`config.mk`:
```
export PLATFORM = sky130hd
export DESIGN_NAME = twb_event_mon
export DESIGN_NICKNAME = d
export VERILOG_FILES = /design/src/rtl/twb_mon_pkg.sv /design/src/rtl/twb_line_sync.sv /design/src/rtl/twb_cond_detect.sv /design/src/rtl/twb_bit_tracker.sv /design/src/rtl/twb_event_irq.sv /design/src/rtl/twb_event_mon.sv
export SDC_FILE = /design/constraint.sdc
export NUM_CORES = 1
export LEC_CHECK = 0
export ABC_AREA = 1
export BUFFER_PORTS_ARGS = -buffer_cell sky130_fd_sc_hd__buf_2
export CORE_MARGIN = 1.5
export CORE_UTILIZATION = 28
export CTS_CLUSTER_DIAMETER = 100
export CTS_CLUSTER_SIZE = 14
export DETAILED_ROUTE_END_ITERATION = 7
export GPL_TIMING_DRIVEN = 0
export SYNTH_ARGS = -nofsm -noshare
export SYNTH_HDL_FRONTEND = slang
export SYNTH_SLANG_ARGS = --single-unit
```
`constraint.sdc`:
```
create_clock -name clk -period 1.7 [get_ports clk]
set_clock_uncertainty 0.05 [all_clocks]
set_input_delay 0 -clock clk [delete_from_list [all_inputs] [get_ports clk]]
set_output_delay 0 -clock clk [all_outputs]
set_load 0.03 [all_outputs]
```
`src/rtl/twb_mon_pkg.sv`:
```
package twb_mon_pkg;
  // One bundle of raw (unregistered) bus events.
  typedef struct packed {
    logic start;
    logic stop;
    logic slave_stop;
    logic bus_err;
    logic byte_done;
  } twb_evt_t;
endpackage

```
`src/rtl/twb_line_sync.sv`:
```
module twb_line_sync #(
  parameter int STAGES = 2,
  parameter int WIDTH  = 2
) (
  input  logic             clk,
  input  logic             rst_n,
  input  logic [WIDTH-1:0] d_in,
  output logic [WIDTH-1:0] d_out
);
  logic [WIDTH-1:0] chain [STAGES];

  // Idle bus lines are high, so the stages reset to ones.
  generate
    for (genvar s = 0; s < STAGES; s++) begin : g_stage
      if (s == 0) begin : g_first
        always_ff @(posedge clk or negedge rst_n) begin
          if (!rst_n) chain[0] <= '1;
          else        chain[0] <= d_in;
        end
      end else begin : g_next
        always_ff @(posedge clk or negedge rst_n) begin
          if (!rst_n) chain[s] <= '1;
          else        chain[s] <= chain[s-1];
        end
      end
    end
  endgenerate

  assign d_out = chain[STAGES-1];
endmodule

```
`src/rtl/twb_cond_detect.sv`:
```
module twb_cond_detect (
  input  logic clk,
  input  logic rst_n,
  input  logic scl,
  input  logic sda,
  output logic start_det,
  output logic stop_det,
  output logic scl_rise,
  output logic scl_fall
);
  logic scl_q, sda_q;

  always_ff @(posedge clk or negedge rst_n) begin
    if (!rst_n) begin
      scl_q <= 1'b1;
      sda_q <= 1'b1;
    end else begin
      scl_q <= scl;
      sda_q <= sda;
    end
  end

  // The clock must be high on both sides of the data edge.
  assign start_det = scl_q & scl & sda_q & ~sda;
  assign stop_det  = scl_q & scl & ~sda_q & sda;
  assign scl_rise  = ~scl_q & scl;
  assign scl_fall  = scl_q & ~scl;
endmodule

```
`src/rtl/twb_bit_tracker.sv`:
```
module twb_bit_tracker #(
  parameter int DATA_BITS = 8
) (
  input  logic clk,
  input  logic rst_n,
  input  logic start_det,
  input  logic stop_det,
  input  logic scl_rise,
  input  logic scl_fall,
  output logic byte_done,
  output logic stop_bad
);
  localparam int CNT_W = $clog2(DATA_BITS + 2);
  localparam logic [CNT_W-1:0] LAST_DATA = CNT_W'(DATA_BITS - 1);
  localparam logic [CNT_W-1:0] ACK_SLOT  = CNT_W'(DATA_BITS);

  logic             in_frame;
  logic             armed;
  logic [CNT_W-1:0] bit_cnt;

  // A clock pulse only counts when its rise and fall both happen inside
  // the frame. The pulse that frames a START or STOP is dropped.
  always_ff @(posedge clk or negedge rst_n) begin
    if (!rst_n) begin
      in_frame <= 1'b0;
      armed    <= 1'b0;
      bit_cnt  <= '0;
    end else if (start_det) begin
      in_frame <= 1'b1;
      armed    <= 1'b0;
      bit_cnt  <= '0;
    end else if (stop_det) begin
      in_frame <= 1'b0;
      armed    <= 1'b0;
      bit_cnt  <= '0;
    end else if (in_frame) begin
      if (scl_rise) begin
        armed <= 1'b1;
      end else if (scl_fall && armed) begin
        armed   <= 1'b0;
        bit_cnt <= (bit_cnt == ACK_SLOT) ? '0 : bit_cnt + 1'b1;
      end
    end
  end

  assign byte_done = in_frame & armed & scl_fall & ~start_det & ~stop_det
                   & (bit_cnt == LAST_DATA);
  assign stop_bad  = stop_det & (bit_cnt != '0) & (bit_cnt != ACK_SLOT);
endmodule

```
`src/rtl/twb_event_irq.sv`:
```
module twb_event_irq
  import twb_mon_pkg::*;
(
  input  logic     clk,
  input  logic     rst_n,
  input  twb_evt_t raw,
  input  logic     monitor_en,
  input  logic     slave_active,
  output twb_evt_t evt_q,
  output logic     irq_q
);
  logic irq_next;

  always_comb begin
    irq_next = raw.bus_err | raw.slave_stop | (raw.byte_done & slave_active);
    if (monitor_en)
      irq_next = irq_next | raw.start | raw.stop | raw.byte_done;
  end

  always_ff @(posedge clk or negedge rst_n) begin
    if (!rst_n) begin
      evt_q <= '0;
      irq_q <= 1'b0;
    end else begin
      evt_q <= raw;
      irq_q <= irq_next;
    end
  end
endmodule

```
`src/rtl/twb_event_mon.sv`:
```
module twb_event_mon
  import twb_mon_pkg::*;
#(
  parameter int SYNC_STAGES = 2,
  parameter int DATA_BITS   = 8
) (
  input  logic clk,
  input  logic rst_n,
  input  logic scl_in,
  input  logic sda_in,
  input  logic monitor_en,
  input  logic slave_active,
  output logic ev_start,
  output logic ev_stop,
  output logic ev_slave_stop,
  output logic ev_bus_err,
  output logic ev_byte,
  output logic irq
);
  logic [1:0] lines_s;
  logic       scl_s, sda_s;
  logic       start_det, stop_det, scl_rise, scl_fall;
  logic       byte_done, stop_bad;
  twb_evt_t   raw, evt_q;

  twb_line_sync #(.STAGES(SYNC_STAGES), .WIDTH(2)) u_sync (
    .clk   (clk),
    .rst_n (rst_n),
    .d_in  ({scl_in, sda_in}),
    .d_out (lines_s)
  );
  assign scl_s = lines_s[1];
  assign sda_s = lines_s[0];

  twb_cond_detect u_cond (
    .clk       (clk),
    .rst_n     (rst_n),
    .scl       (scl_s),
    .sda       (sda_s),
    .start_det (start_det),
    .stop_det  (stop_det),
    .scl_rise  (scl_rise),
    .scl_fall  (scl_fall)
  );

  twb_bit_tracker #(.DATA_BITS(DATA_BITS)) u_bits (
    .clk       (clk),
    .rst_n     (rst_n),
    .start_det (start_det),
    .stop_det  (stop_det),
    .scl_rise  (scl_rise),
    .scl_fall  (scl_fall),
    .byte_done (byte_done),
    .stop_bad  (stop_bad)
  );

  always_comb begin
    raw.start      = start_det;
    raw.stop       = stop_det;
    raw.bus_err    = stop_bad;
    raw.slave_stop = stop_det & slave_active & ~stop_bad;
    raw.byte_done  = byte_done;
  end

  twb_event_irq u_irq (
    .clk          (clk),
    .rst_n        (rst_n),
    .raw          (raw),
    .monitor_en   (monitor_en),
    .slave_active (slave_active),
    .evt_q        (evt_q),
    .irq_q        (irq)
  );

  assign ev_start      = evt_q.start;
  assign ev_stop       = evt_q.stop;
  assign ev_slave_stop = evt_q.slave_stop;
  assign ev_bus_err    = evt_q.bus_err;
  assign ev_byte       = evt_q.byte_done;
endmodule

```
==> flow_summary.json <==
{
  "holdCritPathClass": "input pin to async pin",
  "grt_max_degree": 19,
  "grt_pass1_wl_um": 2390,
  "rsz0062_at_grt": "no",
  "row_count": 19,
  "worst-slew-pin-transition_ns": 0.384,
  "post-cts-setup-buffers": 0,
  "critPathTopFamily": "flip-flops",
  "via_count": 597,
  "end_kind": "flop",
  "critPathKind": "flop to flop",
  "dpl.hpwl_um": 999,
  "track_usage": 0.0972,
  "syn_inst": 90,
  "first_global_vias": 613,
  "clockPowerShare": 0.230,
  "cts_buffers": 3,
  "drive_gt1_frac": 0.318,
  "clock.fmax_mhz": 758,
  "crit_path_max_incr_delay_ns": 0.43,
  "p_leak_nw": 0.588,
  "pwr-share-comb": 0.215,
  "p_switching_w": 0.000291,
  "fin_ws_ns": 0.380,
  "min_period_over_period": 0.776,
  "r2r-start": "u_bits.bit_cnt[0]",
  "cp-start-kind": "flop",
  "slew_viol_final": 0,
  "timing.slew.headroom": 0.744,
  "start_util": 0.294,
  "p_seq_frac": 0.555,
  "run_status": "completed",
  "yosys_warnings": 0,
  "wl_per_cell_um": 9.40,
  "crit_fanout": 5,
  "setup-tns-final_ns": 0,
  "p_per_area_nw_per_um2": 953,
  "dp_slack_ns": 0.416,
  "dr.pass1.iters": 4,
  "ys_seq_area_frac": 0.564,
  "die-width_um": 56.9,
  "htreeDepth": 1,
  "finalCriticalPeriod_ns": 1.32,
  "ant_nets": 0,
  "cp_num_buf_inv": 2,
  "syn_to_final_growth_pct": 21.0,
  "drc": 0,
  "crit_cells": 7,
  "crit_path_top_delay_cell": "dfrtp_1",
  "first_iter_violations": 13,
  "ios": 12,
  "antenna_found_initial": 0,
  "cts_tree": "built",
  "synth.ff_latch_count": 18,
  "maxCapViolCount": 0,
  "die_y_um": 56.9,
  "setup_violations": 0,
  "vias_per_cell": 4.23,
  "p_sw_frac": 0.311,
  "intPower_w": 0.000645,
  "required_ns": 1.87,
  "clk_pin_slew_ns": 0.10,
  "synth_area_per_cell_um2": 9.02,
  "worstRegToRegCells": 7,
  "reg2reg_to": "u_bits.bit_cnt[2]",
  "totalWireLength_um": 1330,
  "clk_latency_ns": 0.29,
  "n_antenna_cell": 0,
  "clock-sinks": 18,
  "irDropWorstVdd_mv": 0.529,
  "dieArea_um2": 3230,
  "r2r_slack_ns": 0.38,
  "crit_top_cell": "inv_1",
  "clock-root-buffer": "clkbuf_4",
  "fp.coreArea_um2": 2760,
  "ys_types": 17,
  "worstPathArrival_ns": 1.49,
  "fin_nets": 119,
  "syn_nets": 98,
  "clockBufferDepth": 2,
  "io_buffers": 11,
  "grt-ovfl-total": 0,
  "gp_congestion": 0.885,
  "synth_area_um2": 812,
  "hold_viol_final": 0,
  "path_cells": "inv_1 -> ha_1 -> nand3_1 -> inv_1 -> nor2_1 -> nand4_1 -> nand2_1"
}
## sequential cells by signal, summed over array words and instances (netlist names)
name,flops
u_irq.evt_q,5
u_bits.bit_cnt,4
u_sync.chain,2
u_sync.d_out,2
u_bits.armed,1
u_bits.in_frame,1
u_cond.scl_q,1
u_cond.sda_q,1
u_irq.irq_q,1
## power groups by stage
stage,Clock (W),Sequential (W),Combinational [W]
after detailed placement,0,0.000527,0.000193
final,0.000215,0.000520,0.000201
after global placement,0,0.000525,0.000182
after floorplan,0,0.000527,0.000137
after CTS,0.000229,0.000520,0.000203
after global routing,0.000253,0.000527,0.000237
## how the worst max path moves through the flow
stage / slack [ns] / to / startpoint
6_report: 0.38 / u_bits.bit_cnt[2] / u_bits.bit_cnt[0]
3_3_place_gp: 0.46 / u_bits.bit_cnt[2] / u_sync.d_out[0]
4_1_cts: 0.39 / u_bits.bit_cnt[2] / u_bits.bit_cnt[0]
2_1_floorplan: 0.52 / u_bits.bit_cnt[2] / u_sync.d_out[0]
5_1_grt: 0.29 / u_irq.irq_q / u_bits.bit_cnt[0]
3_5_place_dp: 0.42 / u_bits.bit_cnt[2] / u_sync.d_out[0]
## cell type report
type	count	area (µm²)
inverters	20	77.6
well taps	31	38.8
flip-flops and latches	18	458
clock buffers	4	26.3
repair buffers	16	105
multi-input cells	52	277
fillers	290	1780
## per-stage QoR
stage | hold WS [ns] | area (µm²) | power (W) | utilization | std cells
5_1_grt | 0.114 | 982 | 0.00102 | 0.356 | 141
6_report | 0.0986 | 982 | 0.000936 | 0.356 | 141
3_3_place_gp | -0.111 | 906 | 0.000708 | 0.328 | 132
4_1_cts | 0.110 | 982 | 0.000951 | 0.356 | 141
3_5_place_dp | -0.104 | 906 | 0.000720 | 0.328 | 132
2_1_floorplan | -0.346 | 812 | 0.000664 | - | 90
## cell usage after synthesis
cell type / number / area [µm²]
a21oi_1: 1 / 5.00
dfrtp_1: 12 / 300
dfstp_2: 6 / 158
ha_1: 2 / 25.0
inv_1: 15 / 56.3
inv_2: 4 / 15.0
inv_4: 1 / 6.26
nand2_1: 23 / 86.3
nand2_2: 5 / 31.3
nand2_4: 2 / 22.5
nand3_1: 6 / 30.0
nand3_4: 1 / 17.5
nand4_1: 2 / 12.5
nor2_1: 5 / 18.8
nor2_2: 2 / 12.5
nor3_1: 2 / 10.0
o21ai_1: 1 / 5.00
## per-layer routing
layer  share of wire  up-vias  global-route usage
met3           0.044        2              0.0369
met4           0.014        0              0.0631
met1            0.42      270               0.101
met2            0.52       17               0.163
li1                -      308                   -
met5               0        -                   0
## what timing repair did
| item | 4_1_cts | 5_1_grt |
|---|---|---|
| hold endpoints to repair | 22 | 0 |
| gates resized for setup | 0 | 0 |
| hold buffers | 5 | 0 |
## kinds of logic after synthesis
group,share of synthesized area
fa+ha+maj,0.0308
compound gates,0.0123
buf+inv,0.0955
simple gates,0.297
flops,0.564
## placed cells by master, fill, tap and decap left out
master,netlist,layout
a21oi_1,1,1
buf_2,0,11
nand2_4,2,2
o21ai_1,1,1
clkbuf_1,0,1
dfrtp_1,12,12
nand2_1,23,23
dfstp_2,6,6
nand3_1,6,6
dlygate4sd3_1,0,5
nor3_1,2,2
clkbuf_4,0,3
inv_4,1,1
nand2_2,5,5
inv_1,15,15
inv_2,4,4
nor2_2,2,2
nand3_4,1,1
ha_1,2,2
nand4_1,2,2
nor2_1,5,5
Power figures use the tool's default switching activity.
